==> src/rtl/wpc_pkg.sv <==
package wpc_pkg;
   // Status register bit positions (front end decodes these)
   localparam int SR_WPEN = 7;
   localparam int SR_IPL  = 6;
   localparam int SR_ZERO = 5;
   localparam int SR_LIP  = 4;
   localparam int SR_BP1  = 3;
   localparam int SR_BP0  = 2;
   localparam int SR_WEL  = 1;
   localparam int SR_RDY  = 0;

   typedef struct packed {
      logic       wpen;
      logic       ipl;
      logic       zero;
      logic       lip;
      logic [1:0] bp;
      logic       wel;
      logic       rdy;
   } status_t;

   typedef enum logic [1:0] {
      PROT_NONE    = 2'b00,
      PROT_QUARTER = 2'b01,
      PROT_HALF    = 2'b10,
      PROT_ALL     = 2'b11
   } prot_e;
endpackage

==> src/rtl/wpc_prot_decode.sv <==
module wpc_prot_decode
   import wpc_pkg::*;
#(
   parameter int ADDR_W = 14
) (
   input  logic [1:0]        bp,
   input  logic [ADDR_W-1:0] addr,
   output logic              hit
);
   localparam int MSB = ADDR_W - 1;

   if (ADDR_W < 2) begin : g_bad_width
      $error("wpc_prot_decode: ADDR_W must be at least 2");
   end

   always_comb begin
      unique case (prot_e'(bp))
         PROT_NONE:    hit = 1'b0;
         PROT_QUARTER: hit = addr[MSB] & addr[MSB-1];
         PROT_HALF:    hit = addr[MSB];
         default:      hit = 1'b1;
      endcase
   end
endmodule

==> src/rtl/wpc_cycle_timer.sv <==
module wpc_cycle_timer #(
   parameter int CYCLE_CLKS = 32
) (
   input  logic clk,
   input  logic rst_n,
   input  logic start,
   output logic busy,
   output logic done
);
   localparam int CNT_W = (CYCLE_CLKS > 1) ? $clog2(CYCLE_CLKS) : 1;
   localparam logic [CNT_W-1:0] LOAD = CNT_W'(CYCLE_CLKS - 1);

   if (CYCLE_CLKS < 1) begin : g_bad_len
      $error("wpc_cycle_timer: CYCLE_CLKS must be at least 1");
   end

   logic [CNT_W-1:0] cnt;

   assign done = busy && (cnt == '0);

   always_ff @(posedge clk or negedge rst_n) begin
      if (!rst_n) begin
         busy <= 1'b0;
         cnt  <= '0;
      end else if (start && !busy) begin
         busy <= 1'b1;
         cnt  <= LOAD;
      end else if (done) begin
         busy <= 1'b0;
      end else if (busy) begin
         cnt <= cnt - 1'b1;
      end
   end
endmodule

==> src/rtl/wp_status_ctrl.sv <==
module wp_status_ctrl
   import wpc_pkg::*;
#(
   parameter int ADDR_W     = 14,
   parameter int CYCLE_CLKS = 32
) (
   input  logic              clk,
   input  logic              rst_n,
   input  logic              wp_n,
   input  logic              wren_stb,
   input  logic              wrdi_stb,
   input  logic              wr_req,
   input  logic [ADDR_W-1:0] wr_addr,
   input  logic              wr_idpage,
   input  logic              sr_start,
   input  logic              sr_req,
   input  logic [7:0]        sr_data,
   input  logic              rd_done,
   output logic              wr_grant,
   output logic              wr_deny,
   output logic              mem_commit,
   output logic              busy,
   output logic [7:0]        status
);
   status_t sr_q;
   logic    wp_q, sr_pend, cyc_done;
   logic    accept, prot_hit, hw_lock, wp_fall;
   logic    wr_ok, wr_no, sr_ok, sr_no, both_id;

   wpc_prot_decode #(.ADDR_W(ADDR_W)) u_prot (
      .bp   (sr_q.bp),
      .addr (wr_addr),
      .hit  (prot_hit)
   );

   wpc_cycle_timer #(.CYCLE_CLKS(CYCLE_CLKS)) u_timer (
      .clk   (clk),
      .rst_n (rst_n),
      .start (wr_ok | sr_ok),
      .busy  (busy),
      .done  (cyc_done)
   );

   assign accept  = !busy;
   assign hw_lock = sr_q.wpen && !wp_n;
   assign wp_fall = wp_q && !wp_n;
   assign both_id = sr_data[SR_IPL] && sr_data[SR_LIP];

   always_comb begin
      wr_ok = 1'b0;
      if (wr_req && accept && sr_q.wel) begin
         if (wr_idpage) wr_ok = !sr_q.lip && (sr_q.bp != 2'b11);
         else           wr_ok = !prot_hit;
      end
      wr_no = wr_req && accept && !wr_ok;
      sr_ok = sr_req && accept && sr_pend && sr_q.wel && !hw_lock;
      sr_no = sr_req && accept && !sr_ok;
   end

   always_ff @(posedge clk or negedge rst_n) begin
      if (!rst_n) begin
         sr_q       <= '0;
         wp_q       <= 1'b1;
         sr_pend    <= 1'b0;
         wr_grant   <= 1'b0;
         wr_deny    <= 1'b0;
         mem_commit <= 1'b0;
      end else begin
         wp_q       <= wp_n;
         wr_grant   <= wr_ok | sr_ok;
         wr_deny    <= wr_no | sr_no;
         mem_commit <= wr_ok;

         if (sr_req || (sr_q.wpen && wp_fall)) sr_pend <= 1'b0;
         else if (sr_start && accept)          sr_pend <= 1'b1;

         if (cyc_done || (wrdi_stb && accept)) sr_q.wel <= 1'b0;
         else if (wren_stb && accept)          sr_q.wel <= 1'b1;

         if (accept && (rd_done || wr_req)) sr_q.ipl <= 1'b0;

         if (sr_ok) begin
            sr_q.wpen <= sr_data[SR_WPEN];
            sr_q.bp   <= sr_data[SR_BP1:SR_BP0];
            if (!both_id) begin
               sr_q.ipl <= sr_data[SR_IPL];
               sr_q.lip <= sr_q.lip | sr_data[SR_LIP];
            end
         end
      end
   end

   always_comb begin
      status          = sr_q;
      status[SR_ZERO] = 1'b0;
      status[SR_RDY]  = busy;
   end
endmodule

==> config.mk <==
export PLATFORM = sky130hd
export DESIGN_NAME = wp_status_ctrl
export DESIGN_NICKNAME = d
export VERILOG_FILES = /design/src/rtl/wpc_pkg.sv /design/src/rtl/wpc_prot_decode.sv /design/src/rtl/wpc_cycle_timer.sv /design/src/rtl/wp_status_ctrl.sv
export SDC_FILE = /design/constraint.sdc
export NUM_CORES = 1
export LEC_CHECK = 0
export ABC_AREA = 1
export BUFFER_PORTS_ARGS = -buffer_cell sky130_fd_sc_hd__buf_2
export CAP_MARGIN = 20
export CORE_AREA = 2 2 46 48
export DETAILED_ROUTE_END_ITERATION = 8
export DIE_AREA = 0 0 48 50
export PLACE_DENSITY_LB_ADDON = 0.15
export SLEW_MARGIN = 20
export SYNTH_ARGS = -nofsm -noshare
export SYNTH_HDL_FRONTEND = slang
export SYNTH_HIERARCHICAL = 1
export SYNTH_SLANG_ARGS = --single-unit
export TNS_END_PERCENT = 1
==> constraint.sdc <==
create_clock -name clk -period 2.4 [get_ports clk]
set_clock_uncertainty 0.1 [all_clocks]
set_input_delay 0.12 -clock clk [delete_from_list [all_inputs] [get_ports clk]]
set_output_delay 0.12 -clock clk [all_outputs]
set_load 0.01 [all_outputs]
==> impl_metrics.json, run 1 <==
{
  "tritoncts": "built",
  "setup_slack_ns": 0.632,
  "fin_crit_ns": 1.77,
  "drv_slew": 0,
  "worstSetupPathType": "reg2reg",
  "io_pins": 44,
  "nets": 180,
  "finalHoldViolCount": 0,
  "arrival_ns": 1.90,
  "synthArstFlopShare": 1.00,
  "synth.most_common_cell": "nand2_1",
  "clk_path_buf_depth": 2,
  "worstPathBufferInverterCount": 1,
  "grt_max_degree": 18,
  "crit_required_ns": 2.54,
  "die_w_um": 48,
  "r2r_cells": 6,
  "period_share": 0.737,
  "grt_overflow_total": 0,
  "remaining_drc_errors": 0,
  "track_usage": 0.191,
  "max-vdd-ir-drop_mv": 0.623,
  "clock_latency_ns": 0.30,
  "numPortBuffers": 27,
  "wl_um": 1810,
  "synth_seq_cells": 17,
  "start_util": 0.454,
  "status": "finished, final reports clean",
  "dp_worst_setup_slack_ns": 0.833,
  "crit_top_cell": "nand2_1",
  "vias": 779,
  "power_density_nw_per_um2": 1010,
  "end_kind": "flop",
  "yosys.area.top_type": "dfrtp_1",
  "synth_top_area_frac": 0.464,
  "synth-edff-count": 0,
  "synthDistinctLibCells": 22,
  "grt_pass1_wl_um": 3220,
  "cts_made_buffers": 3,
  "antenna_found_initial": 0,
  "crit_chain": "nor2_4 -> nand3_4 -> nor2_2 -> nand2_1 -> dlygate4sd3_1 -> nand2_1",
  "slowest_stage": "dlygate4sd3_1",
  "reg2reg_slack_ns": 0.63,
  "dr.pass1.iters": 4,
  "coreArea_sq_um": 1900,
  "htreeDepth": 1,
  "netlist_area_sq_um": 863,
  "hold_path.class": "in2reg",
  "critPathTopFamily": "simple AND/OR/NAND/NOR gates",
  "cp_max_fo": 7,
  "path_depth": 6,
  "tns_ns": 0,
  "final-setup-viol-count": 0,
  "cap_viol_max_count": 0,
  "cts_resized": 0,
  "dieArea_sq_um": 2400,
  "die_y_um": 50,
  "start_kind": "flop",
  "rsz0062_at_grt": "no",
  "gp_congestion": 0.749,
  "synthesis.nets": 139,
  "wl_per_cell_um": 10.4,
  "whs_ns": 0.0170,
  "synth_ff_type": "dfrtp_1",
  "drtAntennaViolNets": 0,
  "area_growth_pct": 33.8,
  "avgSynthCellArea_sq_um": 8.14,
  "p_leak_nw": 0.660,
  "drive_gt1_frac": 0.295,
  "fmax_ghz": 0.566,
  "slowest_delay_ns": 0.55,
  "cts.sinks": 17,
  "row_count": 16,
  "via_per_inst": 4.50,
  "dp_hpwl_um": 1280,
  "synth.area.top_cells": "dfrtp_1, nand2_1, inv_1",
  "root_buffer": "clkbuf_4",
  "syn_inst": 106,
  "min_path_cells": 4,
  "ys_warn_count": 6,
  "diodes": 0,
  "yosys-top-cells-count": "nand2_1, dfrtp_1, inv_1, nand3_1, nor2_1",
  "drt_iter0_drc": 8,
  "grt_pass1_vias": 820,
  "path_clk_slew_ns": 0.11,
  "seq_area_frac_synth": 0.494
}
## report_power, final
group | total, mW | internal [mW] | switching, mW
clock | 0.158 | 0.0621 | 0.0963
combinational | 0.525 | 0.218 | 0.306
sequential | 0.486 | 0.391 | 0.0954
## worst paths after layout
path,start,end
min,rd_done,status[6]
min reg2reg,status[4],status[4]
max reg2reg,u_timer/busy,status[4]
max,u_timer/busy,status[4]
max in group asynchronous,rst_n,wp_q
min in group asynchronous,rst_n,mem_commit
## stage by stage
step	cell area [sq um]	utilization	power, mW	cells
global placement	1020	0.535	0.984	158
floorplan	863	-	0.862	106
CTS	1150	0.607	1.18	173
finish	1150	0.607	1.17	173
detailed placement	1020	0.535	1.00	158
global route	1150	0.607	1.30	173
## state kept, by name (all words and copies together), names as in the netlist
signal        flops
mem_commit        1
sr_pend           1
u_timer/busy      1
status            6
wp_q              1
wr_grant          1
wr_deny           1
u_timer/cnt       5
## metal layers
layer / global-route usage / part of all wire
met5: 0 / 0
met1: 0.224 / 0.41
met2: 0.331 / 0.53
met4: 0.0676 / 0.014
met3: 0.0330 / 0.046
## cells by family (layout without fill, tap and decap cells)
kind of cell / after synthesis / after routing / share of synthesized area
xor+xnor: 1 / 1 / 0.0101
buf+inv: 18 / 58 / 0.0870
other cells: 1 / 1 / 0.00434
fa+ha+maj: 1 / 1 / 0.0145
flops: 17 / 17 / 0.494
simple gates: 62 / 62 / 0.352
compound gates: 6 / 6 / 0.0377
## cells in the final DEF, fill, tap and decap left out, types with 2 or more instances in the layout
cell,instances
clkbuf_4,3
dfrtp_1,16
nor2_2,2
inv_2,2
nand2_1,39
buf_2,27
inv_1,14
nand2_4,3
a21oi_1,3
dlygate4sd3_1,11
nand3_1,9
nor2_1,4
## worst register-to-register path: stages (launching register included)
cell and delay [ns]:
dfrtp_1 0.49, nor2_4 0.19, nand3_4 0.12, nor2_2 0.13
nand2_1 0.07, dlygate4sd3_1 0.55, nand2_1 0.07
## timing repair
action | in CTS | in global routing
hold endpoints to repair | 25 | 0
hold buffers | 11 | 0
buffers inserted | 0 | 0
## layout make-up
class                           count  area [sq um]
Fill cell                         183           747
Sequential cell                    17           427
Multi-Input combinational cell     71           362
Timing Repair Buffer               38           245
Inverter                           16          60.1
Tap cell                           27          33.8
Clock buffer                        3          22.5
Clock inverter                      1          5.00
Power figures use the tool's default switching activity.
==> run 2: changes to the inputs <==
- CORE_AREA: 2 2 46 48 -> 2 2 51 53
- DIE_AREA: 0 0 48 50 -> 0 0 53 55
- clock period: 2.4 -> 1.4 ns (I/O delays scaled with it)
==> run 2 against run 1 <==
Effect of this change: combinational power is 120% higher; setup slack worse by 0.59 ns; utilization fell by 6.5 points; register-to-register slack worse by 0.59 ns; sequential share of layout area fell by 3.6 points; critical endpoint is now u_timer/cnt[3]; largest cell class unchanged; highest routed layer unchanged.
==> impl_metrics.json, run 2 (synthesized netlist as in run 1, its figures left out) <==
{
  "final-setup-viol-count": 0,
  "hold_path_end": "mem_commit",
  "area_growth_pct": 48.6,
  "die_w_um": 53,
  "track_usage": 0.145,
  "htreeDepth": 1,
  "power_density_nw_per_um2": 1740,
  "largest_reg_flops": 6,
  "drive_gt1_frac": 0.372,
  "max-vdd-ir-drop_mv": 0.847,
  "io_pins": 44,
  "nets": 190,
  "slowest_stage": "dfrtp_2",
  "crit_required_ns": 1.49,
  "status": "finished, final reports clean",
  "slowest_delay_ns": 0.44,
  "layout_commonest_cell": "nand2_1",
  "rsz0062_at_grt": "yes",
  "cts_made_buffers": 3,
  "placed_cells": 166,
  "fmax_ghz": 0.736,
  "power_frac_comb": 0.518,
  "p_clk_frac": 0.118,
  "numPortBuffers": 27,
  "reg2reg_slack_ns": 0.04,
  "mostFrequentLayoutCells": "nand2_1, buf_2, dfrtp_1",
  "diodes": 0,
  "die_y_um": 55,
  "tritoncts": "built",
  "dp_worst_setup_slack_ns": -0.0129,
  "p_leak_nw": 0.709,
  "vias": 816,
  "remaining_drc_errors": 0,
  "wl_per_cell_um": 10.1,
  "arrival_ns": 1.45,
  "coreArea_sq_um": 2360,
  "regArea_sq_um": 428,
  "setup_slack_ns": 0.0412,
  "wl_um": 1880,
  "nFillCells": 234,
  "cp_max_fo": 8,
  "worstSetupPathType": "reg2reg",
  "start_util": 0.365,
  "clock_latency_ns": 0.29,
  "holdCritStartpoint": "wr_idpage",
  "dp_hpwl_um": 1400,
  "switchingPower_uw": 940,
  "antenna_found_initial": 0,
  "crit_chain": "buf_4 -> nor2_4 -> nand3_4 -> nand2_4 -> nand2_8 -> nand3_1 -> nand2_1",
  "crit-reg2reg-capture": "u_timer/cnt[3]",
  "path_clk_slew_ns": 0.11,
  "min_path_cells": 5,
  "drtAntennaViolNets": 0,
  "root_buffer": "clkbuf_4",
  "fin_util": 0.542,
  "r2r_cells": 7,
  "cts.sinks": 17,
  "end_kind": "flop",
  "grt_pass1_vias": 724,
  "drv_slew": 0,
  "row_count": 18,
  "dr.pass1.iters": 4,
  "grt_pass1_wl_um": 3040,
  "period_share": 0.971,
  "via_per_inst": 4.39,
  "multi_input_area_sq_um": 404,
  "grt_overflow_total": 0,
  "fin_crit_ns": 1.36,
  "cap_viol_max_count": 0,
  "critPathTopFamily": "simple AND/OR/NAND/NOR gates",
  "dieArea_sq_um": 2920,
  "hold_path.class": "in2reg",
  "drt_iter0_drc": 5,
  "clk_path_buf_depth": 2,
  "grt_max_degree": 18,
  "p_sw_frac": 0.421,
  "start_kind": "flop",
  "p_int_mw": 1.29,
  "gp_congestion": 0.685,
  "power_frac_seq": 0.364,
  "instances_no_fill": 186,
  "reg2reg_from": "u_timer/busy",
  "finalHoldViolCount": 0,
  "worstPathBufferInverterCount": 1
}
[run 2: cell types whose count changed in the layout (fill, tap and decap cells not counted), sizes merged]
cell / change
buf: +8
dlygate4sd3: +2
[run 2: per-layer routing]
layer,vias to the layer above,GRT usage,wire (um)
li1,423,-,-
met1,372,0.170,859
met2,19,0.260,923
met3,2,0.0242,80
met4,0,0.0641,19
met5,-,0,0
[run 2: repair_timing]
item / in CTS / in global routing
endpoints found under the setup margin: 4 / 4
resized for setup: 1 / 8
hold buffers: 13 / 0
setup buffers: 1 / 2
pin swaps: 3 / 8
hold endpoints to repair: 26 / 0
[run 2: worst reg2reg max path, delay by kind of cell (launching register included)]
kind / cells / cell delay, ns
and+or+nand+nor: 6 / 0.59
DFF: 1 / 0.44
buffers and inverters: 1 / 0.15
[run 2: final cells by class]
| cell class | instances | area share |
|---|---|---|
| Sequential cell | 17 | 0.334 |
| Multi-Input combinational cell | 71 | 0.315 |
| Timing Repair Buffer | 48 | 0.254 |
| Inverter | 16 | 0.0468 |
| Tap cell | 30 | 0.0293 |
| Clock buffer | 3 | 0.0176 |
| Clock inverter | 1 | 0.00390 |
[run 2: power groups by stage]
| stage | sequential [mW] | clock, mW | combinational [mW] |
|---|---|---|---|
| 4_1_cts | 0.823 | 0.287 | 1.02 |
| 3_3_place_gp | 0.829 | 0 | 0.949 |
| 6_report | 0.812 | 0.264 | 1.16 |
| 3_5_place_dp | 0.831 | 0 | 0.982 |
| 5_1_grt | 0.842 | 0.290 | 1.31 |
| 2_1_floorplan | 0.873 | 0 | 0.609 |
[run 2: metrics by stage]
step	total power [mW]	hold slack (ns)	setup TNS (ns)	area [sq um]
floorplan	1.48	-0.326	0	865
global placement	1.78	-0.0822	0	1060
detailed placement	1.81	-0.0775	-0.0129	1060
CTS	2.13	0.0820	0	1230
global route	2.44	0.138	-0.197	1280
finish	2.23	0.112	0	1280
[run 2: worst max-delay path by stage]
stage	from	end	slack, ns	cells past startpoint
6_report	u_timer/busy	u_timer/cnt[3]	0.04	7
5_1_grt	status[2]	u_timer/cnt[3]	-0.04	8
4_1_cts	status[2]	u_timer/cnt[1]	0.001	9
3_5_place_dp	status[2]	u_timer/cnt[1]	-0.01	9
3_3_place_gp	u_timer/busy	u_timer/cnt[1]	0.01	8
2_1_floorplan	u_timer/busy	u_timer/cnt[1]	0.03	8
==> run 3: changes to the inputs <==
- ABC_AREA: 1 -> not set
- CORE_AREA: 2 2 51 53 -> 2 2 50 52
- DIE_AREA: 0 0 53 55 -> 0 0 52 54
==> run 3 against run 2 <==
Effect of this change: the flow now finishes with violations (negative setup slack); combinational power about the same; cell area rose by 4.2%; first-iteration DRC count increased by 100%; die area is 3.7% lower; utilization grew 3.4 points; clock-buffer cell count rose by 1; total power up 0.49%; register-to-register slack got worse by 0.14 ns; non-clock buffer count grew 11; synthesized area shrank 3.2%; sequential cell count did not move; critical path type unchanged; largest power group unchanged; highest routed layer unchanged.
==> impl_metrics.json, run 3 <==
{
  "status": "finished, violations left",
  "violations": "negative setup slack",
  "drtAntennaViolNets": 0,
  "final-setup-viol-count": 7,
  "hold_path.class": "in2reg",
  "vias": 761,
  "cp_max_fo": 4,
  "grt_pass1_vias": 738,
  "reg2reg_slack_ns": -0.1,
  "dp_hpwl_um": 1390,
  "die_w_um": 52,
  "track_usage": 0.162,
  "start_util": 0.360,
  "end_kind": "flop",
  "synth-edff-count": 0,
  "synth_ff_type": "dfrtp_1",
  "worstPathBufferInverterCount": 1,
  "numPortBuffers": 27,
  "avgSynthCellArea_sq_um": 11.3,
  "cts_made_buffers": 3,
  "power_frac_seq": 0.359,
  "fmax_ghz": 0.669,
  "crit-reg2reg-capture": "u_timer/cnt[0]",
  "wl_um": 1920,
  "reg2reg_from": "u_timer/cnt[1]",
  "synth_mux_area_frac": 0.0674,
  "drive_gt1_frac": 0.526,
  "p_int_mw": 1.45,
  "whs_ns": 0.0221,
  "synth_seq_cells": 17,
  "synthArstFlopShare": 1.00,
  "max-vdd-ir-drop_mv": 0.938,
  "path_clk_slew_ns": 0.10,
  "period_share": 1.07,
  "layout_commonest_cell": "buf_2",
  "finalPower_mw": 2.24,
  "yosys-top-cells-count": "dfrtp_1, a21oi_1, inv_1, nor2_1, o21ai_0",
  "clk_path_buf_depth": 2,
  "dr.pass1.iters": 3,
  "power_frac_comb": 0.527,
  "finalHoldViolCount": 0,
  "cap_viol_max_count": 0,
  "tritoncts": "built",
  "p_clk_frac": 0.114,
  "antenna_found_initial": 0,
  "dp_worst_setup_slack_ns": -0.204,
  "synth_compound_area_frac": 0.159,
  "mostFrequentLayoutCells": "buf_2, buf_4, dfrtp_1",
  "cts.sinks": 17,
  "switchingPower_uw": 788,
  "seq_area_frac_synth": 0.510,
  "diodes": 0,
  "tns_ns": -0.447,
  "synth.area.top_cells": "dfrtp_1, mux2_4, a21oi_1",
  "fin_crit_ns": 1.50,
  "ys_warn_count": 6,
  "crit_required_ns": 1.48,
  "grt_max_degree": 18,
  "slowest_delay_ns": 0.41,
  "row_count": 18,
  "coreArea_sq_um": 2320,
  "drt_iter0_drc": 10,
  "yosys.area_share.simple": 0.199,
  "syn_inst": 74,
  "p_leak_nw": 0.667,
  "clock_latency_ns": 0.29,
  "grt_overflow_total": 0,
  "min_path_cells": 2,
  "area_growth_pct": 59.9,
  "nets": 169,
  "arrival_ns": 1.58,
  "netlist_area_sq_um": 836,
  "synth-xor-area-share": 0,
  "grt_pass1_wl_um": 3220,
  "io_pins": 44,
  "worstSetupPathType": "reg2reg",
  "synth-adder-area-share": 0.0150,
  "hold_path_end": "wr_deny",
  "r2r_cells": 5,
  "root_buffer": "clkbuf_4",
  "holdCritStartpoint": "wr_req",
  "remaining_drc_errors": 0,
  "dieArea_sq_um": 2810,
  "critPathTopFamily": "flip-flops",
  "yosys.area.top_type": "dfrtp_1",
  "start_kind": "flop",
  "via_per_inst": 4.61,
  "synth.most_common_cell": "dfrtp_1",
  "drv_slew": 0,
  "htreeDepth": 1,
  "die_y_um": 54,
  "setup_slack_ns": -0.0958,
  "synthesis.nets": 107,
  "synth_top_area_frac": 0.479,
  "synth_top_family_by_area": "simple AND/OR/NAND/NOR gates",
  "synthDistinctLibCells": 32,
  "wl_per_cell_um": 11.6,
  "rsz0062_at_grt": "yes",
  "gp_congestion": 0.782,
  "slowest_stage": "dfrtp_1",
  "crit_chain": "inv_2 -> ha_4 -> nor4b_4 -> a21oi_2 -> mux2_2",
  "largest_reg_flops": 6,
  "power_density_nw_per_um2": 1680,
  "p_sw_frac": 0.351
}
-- run 3: changes by cell type after synthesis, sizes merged, moves of 2 or more --
cell and change:
inv -10, a21oi +5, nand2 -40, nor2b +2
nand2b +3, a311oi +2, nor2 -2, mux2 +4
nand3 -10, o21ai +3
-- run 3: layer usage --
| metal | wire (um) | track usage | part of all wire | vias up |
|---|---|---|---|---|
| li1 | - | - | - | 385 |
| met2 | 970 | 0.262 | 0.51 | 17 |
| met3 | 63 | 0.0333 | 0.033 | 4 |
| met4 | 31 | 0.0789 | 0.016 | 0 |
| met5 | 0 | 0 | 0 | - |
| met1 | 853 | 0.207 | 0.44 | 355 |
-- run 3: power by group through the flow --
stage               Clock [mW]  Sequential (mW)  Combinational (mW)
finish                   0.255            0.806                1.18
global route             0.298            0.825                1.31
CTS                      0.270            0.808                1.17
detailed placement           0            0.812                1.08
global placement             0            0.808                1.07
floorplan                    0            0.886               0.478
-- run 3: cell type report --
| type | instances | area (sq um) |
|---|---|---|
| Timing Repair Buffer | 59 | 413 |
| Inverter | 6 | 22.5 |
| Fill cell | 214 | 983 |
| Tap cell | 30 | 37.5 |
| Clock buffer | 4 | 26.3 |
| Sequential cell | 17 | 428 |
| Multi-Input combinational cell | 49 | 409 |
-- run 3: worst max-delay path by stage --
stage                     end           start  slack [ns]  depth (start not counted)
3_3_place_gp   u_timer/cnt[0]       status[2]       -0.10                          8
3_5_place_dp   u_timer/cnt[0]       status[2]       -0.20                          8
5_1_grt        u_timer/cnt[0]       status[2]       -0.23                          8
6_report       u_timer/cnt[0]  u_timer/cnt[1]        -0.1                          5
4_1_cts        u_timer/cnt[0]       status[2]       -0.13                          8
2_1_floorplan  u_timer/cnt[0]       status[2]       -0.06                          8
-- run 3: repair_timing --
action | 4_1_cts | 5_1_grt
buffers inserted | 0 | 1
pin swaps | 5 | 1
hold endpoints to repair | 25 | 0
cloned | 0 | 0
gates resized for setup | 9 | 4
hold buffers | 12 | 0
setup endpoints to repair | 9 | 12
-- run 3: stage by stage --
step / area (sq um) / std cells / utilization
2_1_floorplan: 845 / 74 / -
3_5_place_dp: 1140 / 148 / 0.494
6_report: 1340 / 165 / 0.576
5_1_grt: 1340 / 165 / 0.576
4_1_cts: 1320 / 164 / 0.568
3_3_place_gp: 1140 / 148 / 0.494
-- run 3: cells by family after synthesis --
family | Yosys count
muxes | 4
AOI/OAI and AO/OA | 21
other | 1
and+or+nand+nor | 22
adders and majority gates | 1
buffers and inverters | 8
DFF | 17
